**src/rtl/amc_pkg.sv**
```systemverilog
package amc_pkg;
  localparam int unsigned CTRL_W  = 64;
  localparam int unsigned HALT_B  = 10;
  localparam int unsigned RZ_B    = 17;
  localparam int unsigned PRIV_W  = 2;

  typedef logic [PRIV_W-1:0] priv_t;
  typedef logic [CTRL_W-1:0] ctrl_t;

  typedef enum logic {
    GRP_ARCH = 1'b0,
    GRP_AUX  = 1'b1
  } grp_e;

  function automatic ctrl_t ctrl_keep(input bit has_rz);
    ctrl_t m;
    m = '0;
    m[HALT_B] = 1'b1;
    m[RZ_B]   = has_rz;
    return m;
  endfunction
endpackage

```
**src/rtl/amc_ctrl_reg.sv**
```systemverilog
module amc_ctrl_reg
  import amc_pkg::*;
#(
  parameter int unsigned TOP_EL = 3,
  parameter bit          HAS_RZ = 1'b1
) (
  input  logic  clk_i,
  input  logic  rst_ni,
  input  logic  wr_en_i,
  input  priv_t wr_el_i,
  input  ctrl_t wr_data_i,
  output ctrl_t ctrl_o,
  output logic  halt_en_o,
  output logic  rz_en_o,
  output logic  wr_undef_o
);
  localparam ctrl_t KEEP = ctrl_keep(HAS_RZ);

  logic  wr_ok;
  ctrl_t ctrl_q;

  assign wr_ok      = wr_en_i && (wr_el_i == priv_t'(TOP_EL));
  assign wr_undef_o = wr_en_i && !wr_ok;

  always_ff @(posedge clk_i or negedge rst_ni) begin
    if (!rst_ni)    ctrl_q <= '0;
    else if (wr_ok) ctrl_q <= wr_data_i & KEEP;
  end

  assign ctrl_o    = ctrl_q;
  assign halt_en_o = ctrl_q[HALT_B];

  generate
    if (HAS_RZ) begin : g_rz
      assign rz_en_o = ctrl_q[RZ_B];
    end else begin : g_no_rz
      assign rz_en_o = 1'b0;
    end
  endgenerate
endmodule

```
**src/rtl/amc_cnt_bank.sv**
```systemverilog
module amc_cnt_bank #(
  parameter int unsigned N     = 4,
  parameter int unsigned CNT_W = 64
) (
  input  logic                      clk_i,
  input  logic                      rst_ni,
  input  logic [N-1:0]              evt_i,
  input  logic                      freeze_i,
  output logic [N-1:0][CNT_W-1:0]   cnt_o
);
  for (genvar g = 0; g < N; g++) begin : g_cnt
    logic [CNT_W-1:0] cnt_q;
    always_ff @(posedge clk_i or negedge rst_ni) begin
      if (!rst_ni)                    cnt_q <= '0;
      else if (evt_i[g] && !freeze_i) cnt_q <= cnt_q + 1'b1;
    end
    assign cnt_o[g] = cnt_q;
  end
endmodule

```
**src/rtl/amc_rd_port.sv**
```systemverilog
module amc_rd_port
  import amc_pkg::*;
#(
  parameter int unsigned N_ARCH  = 4,
  parameter int unsigned N_AUX   = 4,
  parameter int unsigned CNT_W   = 64,
  parameter int unsigned IDX_W   = 2,
  parameter bit          MASK_EN = 1'b1,
  parameter int unsigned TOP_EL  = 3
) (
  input  logic [N_ARCH-1:0][CNT_W-1:0] arch_cnt_i,
  input  logic [N_AUX-1:0][CNT_W-1:0]  aux_cnt_i,
  input  logic                         grp_i,
  input  logic [IDX_W-1:0]             idx_i,
  input  priv_t                        el_i,
  input  logic                         rz_en_i,
  output logic [CNT_W-1:0]             data_o
);
  logic [CNT_W-1:0] arch_sel, aux_sel, raw;

  always_comb begin
    arch_sel = '0;
    for (int i = 0; i < int'(N_ARCH); i++)
      if (int'(idx_i) == i) arch_sel = arch_cnt_i[i];
  end

  always_comb begin
    aux_sel = '0;
    for (int i = 0; i < int'(N_AUX); i++)
      if (int'(idx_i) == i) aux_sel = aux_cnt_i[i];
  end

  assign raw = (grp_i == GRP_AUX) ? aux_sel : arch_sel;

  generate
    if (MASK_EN) begin : g_mask
      logic hide;
      assign hide   = (grp_i == GRP_AUX) && rz_en_i && (el_i != priv_t'(TOP_EL));
      assign data_o = hide ? '0 : raw;
    end else begin : g_plain
      logic unused_ok;
      assign unused_ok = ^{el_i, rz_en_i};
      assign data_o    = raw;
    end
  endgenerate
endmodule

```
**src/rtl/amc_ctrl_top.sv**
```systemverilog
module amc_ctrl_top
  import amc_pkg::*;
#(
  parameter int unsigned N_ARCH = 4,
  parameter int unsigned N_AUX  = 4,
  parameter int unsigned CNT_W  = 64,
  parameter int unsigned TOP_EL = 3,
  parameter bit          HAS_RZ = 1'b1,
  localparam int unsigned MAX_N = (N_ARCH > N_AUX) ? N_ARCH : N_AUX,
  localparam int unsigned IDX_W = (MAX_N > 1) ? $clog2(MAX_N) : 1
) (
  input  logic              clk_i,
  input  logic              rst_ni,
  input  logic              wr_en_i,
  input  logic [1:0]        wr_el_i,
  input  logic [63:0]       wr_data_i,
  output logic              wr_undef_o,
  output logic [63:0]       ctrl_o,
  input  logic              dbg_halt_i,
  input  logic [N_ARCH-1:0] evt_arch_i,
  input  logic [N_AUX-1:0]  evt_aux_i,
  input  logic              sys_grp_i,
  input  logic [IDX_W-1:0]  sys_idx_i,
  input  logic [1:0]        sys_el_i,
  output logic [CNT_W-1:0]  sys_data_o,
  input  logic              mm_grp_i,
  input  logic [IDX_W-1:0]  mm_idx_i,
  output logic [CNT_W-1:0]  mm_data_o
);
  logic halt_en, rz_en, freeze;
  logic [N_ARCH-1:0][CNT_W-1:0] arch_cnt;
  logic [N_AUX-1:0][CNT_W-1:0]  aux_cnt;

  amc_ctrl_reg #(.TOP_EL(TOP_EL), .HAS_RZ(HAS_RZ)) i_ctrl_reg (
    .clk_i, .rst_ni,
    .wr_en_i, .wr_el_i, .wr_data_i,
    .ctrl_o, .halt_en_o(halt_en), .rz_en_o(rz_en), .wr_undef_o
  );

  // control takes effect one edge after it is loaded
  assign freeze = halt_en && dbg_halt_i;

  amc_cnt_bank #(.N(N_ARCH), .CNT_W(CNT_W)) i_bank_arch (
    .clk_i, .rst_ni, .evt_i(evt_arch_i), .freeze_i(freeze), .cnt_o(arch_cnt)
  );

  amc_cnt_bank #(.N(N_AUX), .CNT_W(CNT_W)) i_bank_aux (
    .clk_i, .rst_ni, .evt_i(evt_aux_i), .freeze_i(freeze), .cnt_o(aux_cnt)
  );

  amc_rd_port #(
    .N_ARCH(N_ARCH), .N_AUX(N_AUX), .CNT_W(CNT_W), .IDX_W(IDX_W),
    .MASK_EN(1'b1), .TOP_EL(TOP_EL)
  ) i_rd_sys (
    .arch_cnt_i(arch_cnt), .aux_cnt_i(aux_cnt),
    .grp_i(sys_grp_i), .idx_i(sys_idx_i), .el_i(sys_el_i),
    .rz_en_i(rz_en), .data_o(sys_data_o)
  );

  amc_rd_port #(
    .N_ARCH(N_ARCH), .N_AUX(N_AUX), .CNT_W(CNT_W), .IDX_W(IDX_W),
    .MASK_EN(1'b0), .TOP_EL(TOP_EL)
  ) i_rd_mm (
    .arch_cnt_i(arch_cnt), .aux_cnt_i(aux_cnt),
    .grp_i(mm_grp_i), .idx_i(mm_idx_i), .el_i(2'b00),
    .rz_en_i(1'b0), .data_o(mm_data_o)
  );
endmodule

```
**config.mk**
```make
export PLATFORM = sky130hd
export DESIGN_NAME = amc_ctrl_top
export DESIGN_NICKNAME = d
export VERILOG_FILES = /design/src/rtl/amc_pkg.sv /design/src/rtl/amc_ctrl_reg.sv /design/src/rtl/amc_cnt_bank.sv /design/src/rtl/amc_rd_port.sv /design/src/rtl/amc_ctrl_top.sv
export SDC_FILE = /design/constraint.sdc
export NUM_CORES = 1
export LEC_CHECK = 0
export BUFFER_PORTS_ARGS = -buffer_cell sky130_fd_sc_hd__buf_2
export CORE_UTILIZATION = 30
export CTS_CLUSTER_DIAMETER = 60
export DETAILED_ROUTE_END_ITERATION = 16
export GPL_TIMING_DRIVEN = 0
export HOLD_SLACK_MARGIN = 0.15
export REMOVE_ABC_BUFFERS = 1
export SLEW_MARGIN = 20
export SYNTH_ARGS = -nofsm -noshare
export SYNTH_HDL_FRONTEND = slang
export SYNTH_HIERARCHICAL = 1
export SYNTH_SLANG_ARGS = --single-unit
```
**constraint.sdc**
```tcl
create_clock -name clk_i -period 6.1 [get_ports clk_i]
set_input_delay 0.305 -clock clk_i [delete_from_list [all_inputs] [get_ports clk_i]]
set_output_delay 0.305 -clock clk_i [all_outputs]
set_load 0.02 [all_outputs]
```
### After elaboration in Yosys (flattened, before gate mapping)

Index checks and enable logic that the tools add are counted.

* $add $sub $neg: 8
* equal/unequal tests: 8
* mux-type cells: 19
* reduce and logical (&&, ||, !) cells: 17

Operators with widths (count)
* 2-to-1 mux 64 bit: 19
* adder 64 x 1 -> 64 bit (second input constant): 8
* logical AND 1 bit: 13
* == test 2 bit (second input constant): 5
* == test 2 x 1 -> 1 bit (second input constant): 2
* zero test 2 bit: 2
* zero test 1 bit: 2
* != test 2 bit (second input constant): 1

* register bits after elaboration: 514
* word-level logic and storage cells: 61

### Logic depth before layout (Yosys ltp)

Gate-level depths: netlist of run 1.

* depth in word-level cells: 7
* depth in mapped cells: 8
* gate-level depth less buffers: 6

### Cells and area by module

Netlist of run 1, hierarchy kept.

Modules (own cells, without submodules)
* amc_cnt_bank (i_bank_arch): times used 1, cells an instance 1146, area an instance 12110.4 um2, seq. area each 6406.1 um2
* amc_cnt_bank (i_bank_aux): times used 1, cells an instance 1099, area an instance 11846.4 um2, seq. area each 6406.1 um2
* amc_rd_port (i_rd_sys): times used 1, cells an instance 370, area an instance 4180.3 um2, seq. area each 0.0 um2
* amc_rd_port (i_rd_mm): times used 1, cells an instance 227, area an instance 3832.4 um2, seq. area each 0.0 um2
* amc_ctrl_reg: times used 1, cells an instance 71, area an instance 574.3 um2, seq. area each 50.0 um2
* amc_ctrl_top: times used 1, cells an instance 2, area an instance 10.0 um2, seq. area each 0.0 um2

### Worst setup path after synthesis of run 1

OpenSTA, ideal clock, no wires.

* path kind: register -> register
* start point: register i_ctrl_reg.ctrl_q[10], in the netlist i_ctrl_reg/ctrl_o[10]
* end point: register i_bank_arch.g_cnt[3].cnt_q[42]
* library setup time: 124 ps
* data arrival time: 2113 ps
* slack: 3863 ps
* stages on the path, launching flop included: 8
* buffers on the path: 1
* cell sequence: dfrtp_1 and2_1 buf_2 nand4b_1 nor3_1 nand4_4 or4_4 xnor2_2

* word-level cells in the longest chain between the ends: 3

RTL lines
* start, declared: line amc_ctrl_reg.sv:20 `ctrl_t ctrl_q;`
* start signal, assigned: line amc_ctrl_reg.sv:27 `else if (wr_ok) ctrl_q <= wr_data_i & KEEP;`
* logical AND 1 bit: line amc_ctrl_top.sv:41 `assign freeze = halt_en && dbg_halt_i;`
* named net freeze: line amc_ctrl_top.sv:30 `logic halt_en, rz_en, freeze;`
* zero test 1 bit: line amc_cnt_bank.sv:15 `else if (evt_i[g] && !freeze_i) cnt_q <= cnt_q + 1'b1;`
* logical AND 1 bit: line amc_cnt_bank.sv:15
* end signal, assigned: line amc_cnt_bank.sv:15
* end, declared: line amc_cnt_bank.sv:12 `logic [CNT_W-1:0] cnt_q;`

The timed path passes the listed nets, and every way through them passes these cells.
A chain may end at the register's enable or synchronous reset.

### Worst setup path in the final report of run 1

* start point: register i_ctrl_reg.ctrl_q[10], in the netlist i_ctrl_reg/ctrl_o[10]
* end point: register i_bank_aux.g_cnt[0].cnt_q[63]

* word-level cells in the longest chain between the ends: 3

RTL lines (line)
* logical AND 1 bit: amc_ctrl_top.sv:41
* named net freeze: amc_ctrl_top.sv:30
* zero test 1 bit: amc_cnt_bank.sv:15
* logical AND 1 bit: amc_cnt_bank.sv:15
* end signal, assigned: amc_cnt_bank.sv:15
* end, declared: amc_cnt_bank.sv:12

The timed path passes the listed nets, and every way through them passes these cells.

==> results_dict.tcl, run 1 <==
set metrics [dict create \
    status "finished, final reports clean" \
    ios 279 \
    maxSlewHeadroom_pct 26.4 \
    globalplace.congestion 0.941 \
    start_util_pct 30.3 \
    fp.dieW_um 331 \
    cp-end-kind "flop" \
    rr_startpoint "i_ctrl_reg/ctrl_o[10]" \
    hold_class "primary input to asynchronous set/reset pin" \
    via_count 24900 \
    ir_drop_v 0.000158 \
    cts_buffers 52 \
    finClkSkew_ns 0.0123 \
    portBuffers 154 \
    gr-usage-all-layers_pct 19.0 \
    grt_max_degree 96 \
    drc 0 \
    maxSlewViolCount 0 \
    hold_buffers 12 \
    nNetsFinal 3125 \
    p_total_w 0.00837 \
    seq_area_um2 12900 \
    first_global_vias 23700 \
    fmax_mhz 277 \
    root_buffer "clkbuf_16" \
    rsz0062_at_grt "false" \
    required_ns 6.57 \
    r2r_slack_ns 2.48 \
    hpwl_um 81400 \
    period_share_pct 59.3 \
    placed_cells 4368 \
    crit_arrival_ns 4.09 \
    reg2reg_depth 6 \
    synth.avg_cell_area_um2 11.2 \
    clock_latency_ns 0.62 \
    row_count 120 \
    final_area_um2 36400 \
    post_cts_resized 0 \
    antenna_found_initial 8 \
    wl_per_cell_um 23.6 \
    drtAntennaViolNets 0 \
    drtIter0Drc 2863 \
    syn_area_um2 32500 \
    ys_warn_count 6 \
    stdcell_count 4480 \
    period_minus_slack_ns 3.62 \
    critical_path_class "flop to flop" \
    drive_gt1_share_pct 20.4 \
    via_per_inst 5.56 \
    postCtsSetupBuffers 0 \
    reg2reg_to "i_bank_aux/g_cnt[0].cnt_q[63]" \
    setup-tns-final_ns 0 \
    cts_tree "yes" \
    htreeDepth 2 \
    firstDrtPassIters 5 \
    setup_viol_count_final 0 \
    critPathLaunchType "flop" \
    power.leakage_nw 15.6 \
    coreArea_um2 107000 \
    netlist_instances 2914 \
    cts_sinks 514 \
    overflow 0 \
    clk_pin_slew_worst_paths_ns 0.06 \
    multi_input_area_um2 18200 \
    routed_wl_um 106000 \
    worst_slew_pin_slew_ns 1.10 \
    grt_pass1_wl_um 157000 \
    power_density_nw_per_um2 230 \
    cp_max_fo 22 \
    syn_to_final_growth_pct 11.8 \
    hold_violations 0 \
    dpl-instance-area_um2 34500 \
    clockBufferDepth 3 \
    dieArea_um2 110000 \
    fp.dieH_um 331 \
    n_fill_cell 10600 \
    cap_violations 0 \
]
## worst max-delay path by stage
stage / endpoint / slack (ns) / startpoint / cells after the start
floorplan: i_bank_arch/g_cnt[1].cnt_q[40] / 3.64 / i_ctrl_reg/ctrl_o[10] / 6
global placement: i_bank_arch/g_cnt[1].cnt_q[63] / -6.32 / rst_ni / 1
detailed placement: i_bank_aux/g_cnt[1].cnt_q[63] / 2.48 / i_ctrl_reg/ctrl_o[10] / 6
CTS: i_bank_aux/g_cnt[1].cnt_q[63] / 2.46 / i_ctrl_reg/ctrl_o[10] / 6
global route: i_bank_aux/g_cnt[1].cnt_q[63] / 2.33 / i_ctrl_reg/ctrl_o[10] / 6
finish: i_bank_aux/g_cnt[0].cnt_q[63] / 2.48 / i_ctrl_reg/ctrl_o[10] / 6
## layout make-up
| type | count | area share [%] |
|---|---|---|
| diodes | 6 | 0.0413 |
| clock buffers | 83 | 4.48 |
| clock inverters | 11 | 0.289 |
| inverters | 134 | 1.38 |
| multi-input cells | 2147 | 49.9 |
| flip-flops and latches | 514 | 35.3 |
| well taps | 1403 | 4.82 |
| repair buffers | 182 | 3.74 |
## metal layers
metal	global-route usage [%]	vias up	share of wire, %
met5	0	-	0
met4	7.73	0	4.5
met3	3.96	198	8.9
met2	28.6	1154	44
met1	26.7	12800	42
li1	-	10800	-
## cells in the final DEF (no fill, tap or decap), drive strengths merged, types with 9 or more instances in the layout
master	count
nor3	130
conb	62
and4	37
inv	134
clkinv	9
mux4	256
nand3	259
or4	9
and3	54
o21ai	64
and2	16
clkbuf	83
dlygate4sd3	12
or2	12
nand4	158
buf	170
dfrtp	514
xnor2	264
nor4	96
nand4b	11
nor2	146
nand2	205
mux2	73
xor2	240
## report_power, final
part	switching, W	internal (W)	total (W)
clock network	0.00141	0.00190	0.00332
registers	0.000355	0.00358	0.00393
logic	0.000611	0.000516	0.00113
## through the flow
step / utilization, % / setup slack (ns) / hold WS (ns)
2_1_floorplan: - / 3.64 / 0.00941
3_3_place_gp: 31.7 / -6.32 / 0.476
3_5_place_dp: 32.2 / 2.48 / 0.304
4_1_cts: 33.9 / 2.46 / 0.223
5_1_grt: 33.9 / 2.33 / 0.263
6_report: 33.9 / 2.48 / 0.221
## registers in the layout (all words and copies together) (netlist names)
signal and flops:
i_bank_arch/g_cnt.cnt_q 256, i_bank_aux/g_cnt.cnt_q 256, i_ctrl_reg/ctrl_o 2
## critical path, stage by stage, from the launching register on
cell	delay, ns
dfrtp_1	0.39
and2_1	0.47
nor2b_1	0.55
and4_1	0.82
nand3_1	0.52
nor4_1	0.57
xor2_1	0.13
No activity file was read; power rests on OpenSTA's default activity.
==> run 2: changes to the inputs <==
==> constraint.sdc (replaced) <==
create_clock -name clk_i -period 3.37 [get_ports clk_i]
set_input_delay 0.1685 -clock clk_i [delete_from_list [all_inputs] [get_ports clk_i]]
set_output_delay 0.1685 -clock clk_i [all_outputs]
set_load 0.02 [all_outputs]
==> run 2 against run 1 <==
Core utilization rose by 0.098 points. Worst hold slack worse by 0.018 ns. Clock power up 81%. Total power up 81%. Clock-buffer cell count stayed put. Highest routed layer unchanged.
==> results_dict.tcl, run 2 (synthesized netlist as in run 1, its figures left out) <==
set metrics [dict create \
    status "finished, final reports clean" \
    hpwl_um 81400 \
    power.leakage_nw 15.7 \
    drc 0 \
    fp.dieW_um 331 \
    rr_startpoint "i_ctrl_reg/ctrl_o[10]" \
    gr-usage-all-layers_pct 19.1 \
    clk_pin_slew_worst_paths_ns 0.06 \
    start_util_pct 30.3 \
    drive_gt1_share_pct 20.8 \
    fin_ws_ns 0.148 \
    n_fill_cell 10500 \
    globalplace.congestion 0.941 \
    first_global_vias 23700 \
    firstDrtPassIters 5 \
    drtIter0Drc 2646 \
    critPathLaunchType "flop" \
    maxSlewHeadroom_pct 29.0 \
    cts_sinks 514 \
    period_minus_slack_ns 3.22 \
    pre_cts_ws_ns -0.249 \
    dieArea_um2 110000 \
    ios 279 \
    worstPathCellList "and2_1, and4b_1, nand4_1, nor3_1, nand4_1, xnor2_1" \
    maxSlewViolCount 0 \
    via_per_inst 5.58 \
    fp.dieH_um 331 \
    reg2reg_depth 6 \
    drtAntennaViolNets 0 \
    cts_tree "yes" \
    path_buf_inv 0 \
    setup-tns-final_ns 0 \
    nNetsFinal 3132 \
    r2r_slack_ns 0.15 \
    cap_violations 0 \
    hold_class "primary input to asynchronous set/reset pin" \
    finClkSkew_ns 0.0129 \
    crit_path_max_incr_delay_ns 0.95 \
    seq_area_um2 12900 \
    reg2reg_to "i_bank_arch/g_cnt[1].cnt_q[61]" \
    portBuffers 154 \
    antenna_found_initial 8 \
    clock_latency_ns 0.62 \
    rsz0062_at_grt "false" \
    ir_drop_v 0.000285 \
    overflow 0 \
    cp-end-kind "flop" \
    wl_per_cell_um 23.7 \
    multi_input_area_um2 18200 \
    grt_max_degree 96 \
    power_density_nw_per_um2 416 \
    final_cell_mix "514 x dfrtp_1, 263 x xnor2_1, 257 x nand3_1, 256 x mux4_2, 240 x xor2_1" \
    fmax_mhz 310 \
    period_share_pct 95.6 \
    row_count 120 \
    cp_top_family "simple AND/OR/NAND/NOR gates" \
    required_ns 3.86 \
    crit_arrival_ns 3.71 \
    hold_violations 0 \
    cp_max_fo 22 \
    setup_viol_count_final 0 \
    root_buffer "clkbuf_16" \
    via_count 25000 \
    routed_wl_um 106000 \
    htreeDepth 2 \
    worst_slew_pin_slew_ns 1.06 \
    slowest_stage "nor3_1" \
    crit_path_frequent_cell "nand4_1" \
    critical_path_class "flop to flop" \
    syn_to_final_growth_pct 12.1 \
    grt_pass1_wl_um 157000 \
    p_total_w 0.0152 \
    cts_buffers 52 \
    coreArea_um2 107000 \
    clockBufferDepth 3 \
    final_common_cell "dfrtp_1" \
]
## run 2: cell types whose count changed in the layout (fill, tap and decap cells not counted), sizes merged
cell and delta:
buf +6, diode -3, dlygate4sd3 +1
## run 2: worst max path at each step
stage / start / to / slack, ns / depth (start not counted)
final: i_ctrl_reg/ctrl_o[10] / i_bank_arch/g_cnt[1].cnt_q[61] / 0.15 / 6
after global routing: i_ctrl_reg/ctrl_o[10] / i_bank_arch/g_cnt[1].cnt_q[61] / 0.01 / 6
after CTS: i_ctrl_reg/ctrl_o[10] / i_bank_aux/g_cnt[1].cnt_q[59] / 0.03 / 6
after detailed placement: i_ctrl_reg/ctrl_o[10] / i_bank_aux/g_cnt[1].cnt_q[63] / -0.25 / 6
after global placement: rst_ni / i_bank_arch/g_cnt[1].cnt_q[63] / -8.91 / 1
after floorplan: i_ctrl_reg/ctrl_o[10] / i_bank_arch/g_cnt[1].cnt_q[40] / 0.91 / 6
## run 2: worst reg2reg max path, delay by kind of cell, from the launching register on
family	cells	cell delay (ns)
and+or+nand+nor	5	2.53
DFF	1	0.39
xor gates and xnor gates	1	0.20
## run 2: area by class of cell
type,count,share of cell area (%)
multi-input combinational,2147,49.9
sequential,514,35.2
tap,1403,4.81
clock buffer,83,4.46
timing repair buffer,189,3.94
inverter,134,1.38
clock inverter,11,0.288
antenna,3,0.0206
## run 2: metal layers
metal	wire, um	vias to the layer above	GRT usage [%]	share of wire (%)
li1	-	10800	-	-
met1	44500	12900	26.7	42
met2	47000	1151	28.7	44
met3	10100	185	3.92	9.5
met4	4680	0	7.73	4.4
met5	0	-	0	0
## run 2: power breakdown
| part | total, W | switching [W] | leakage [nW] | internal [W] |
|---|---|---|---|---|
| Sequential | 0.00711 | 0.000642 | 6.87 | 0.00647 |
| Clock | 0.00600 | 0.00255 | 0.866 | 0.00344 |
| Combinational | 0.00206 | 0.00112 | 7.94 | 0.000940 |
| Total | 0.0152 | 0.00431 | 15.7 | 0.0109 |
## run 2: per-stage QoR
step	hold WS (ns)	std cells	util (%)	instance area [um^2]
6_report	0.203	4484	34.0	36500
5_1_grt	0.235	4481	34.0	36500
4_1_cts	0.205	4478	33.9	36400
3_5_place_dp	0.167	4368	32.2	34500
3_3_place_gp	0.383	4352	31.7	34000
2_1_floorplan	-0.127	2795	-	31500
## run 2: repair_timing
action	4_1_cts	5_1_grt
hold buffers	14	0
gates resized for setup	2	7
setup buffers	2	3
pin swaps	1	1
endpoints found under the hold margin	374	0
setup endpoints to repair	9	21
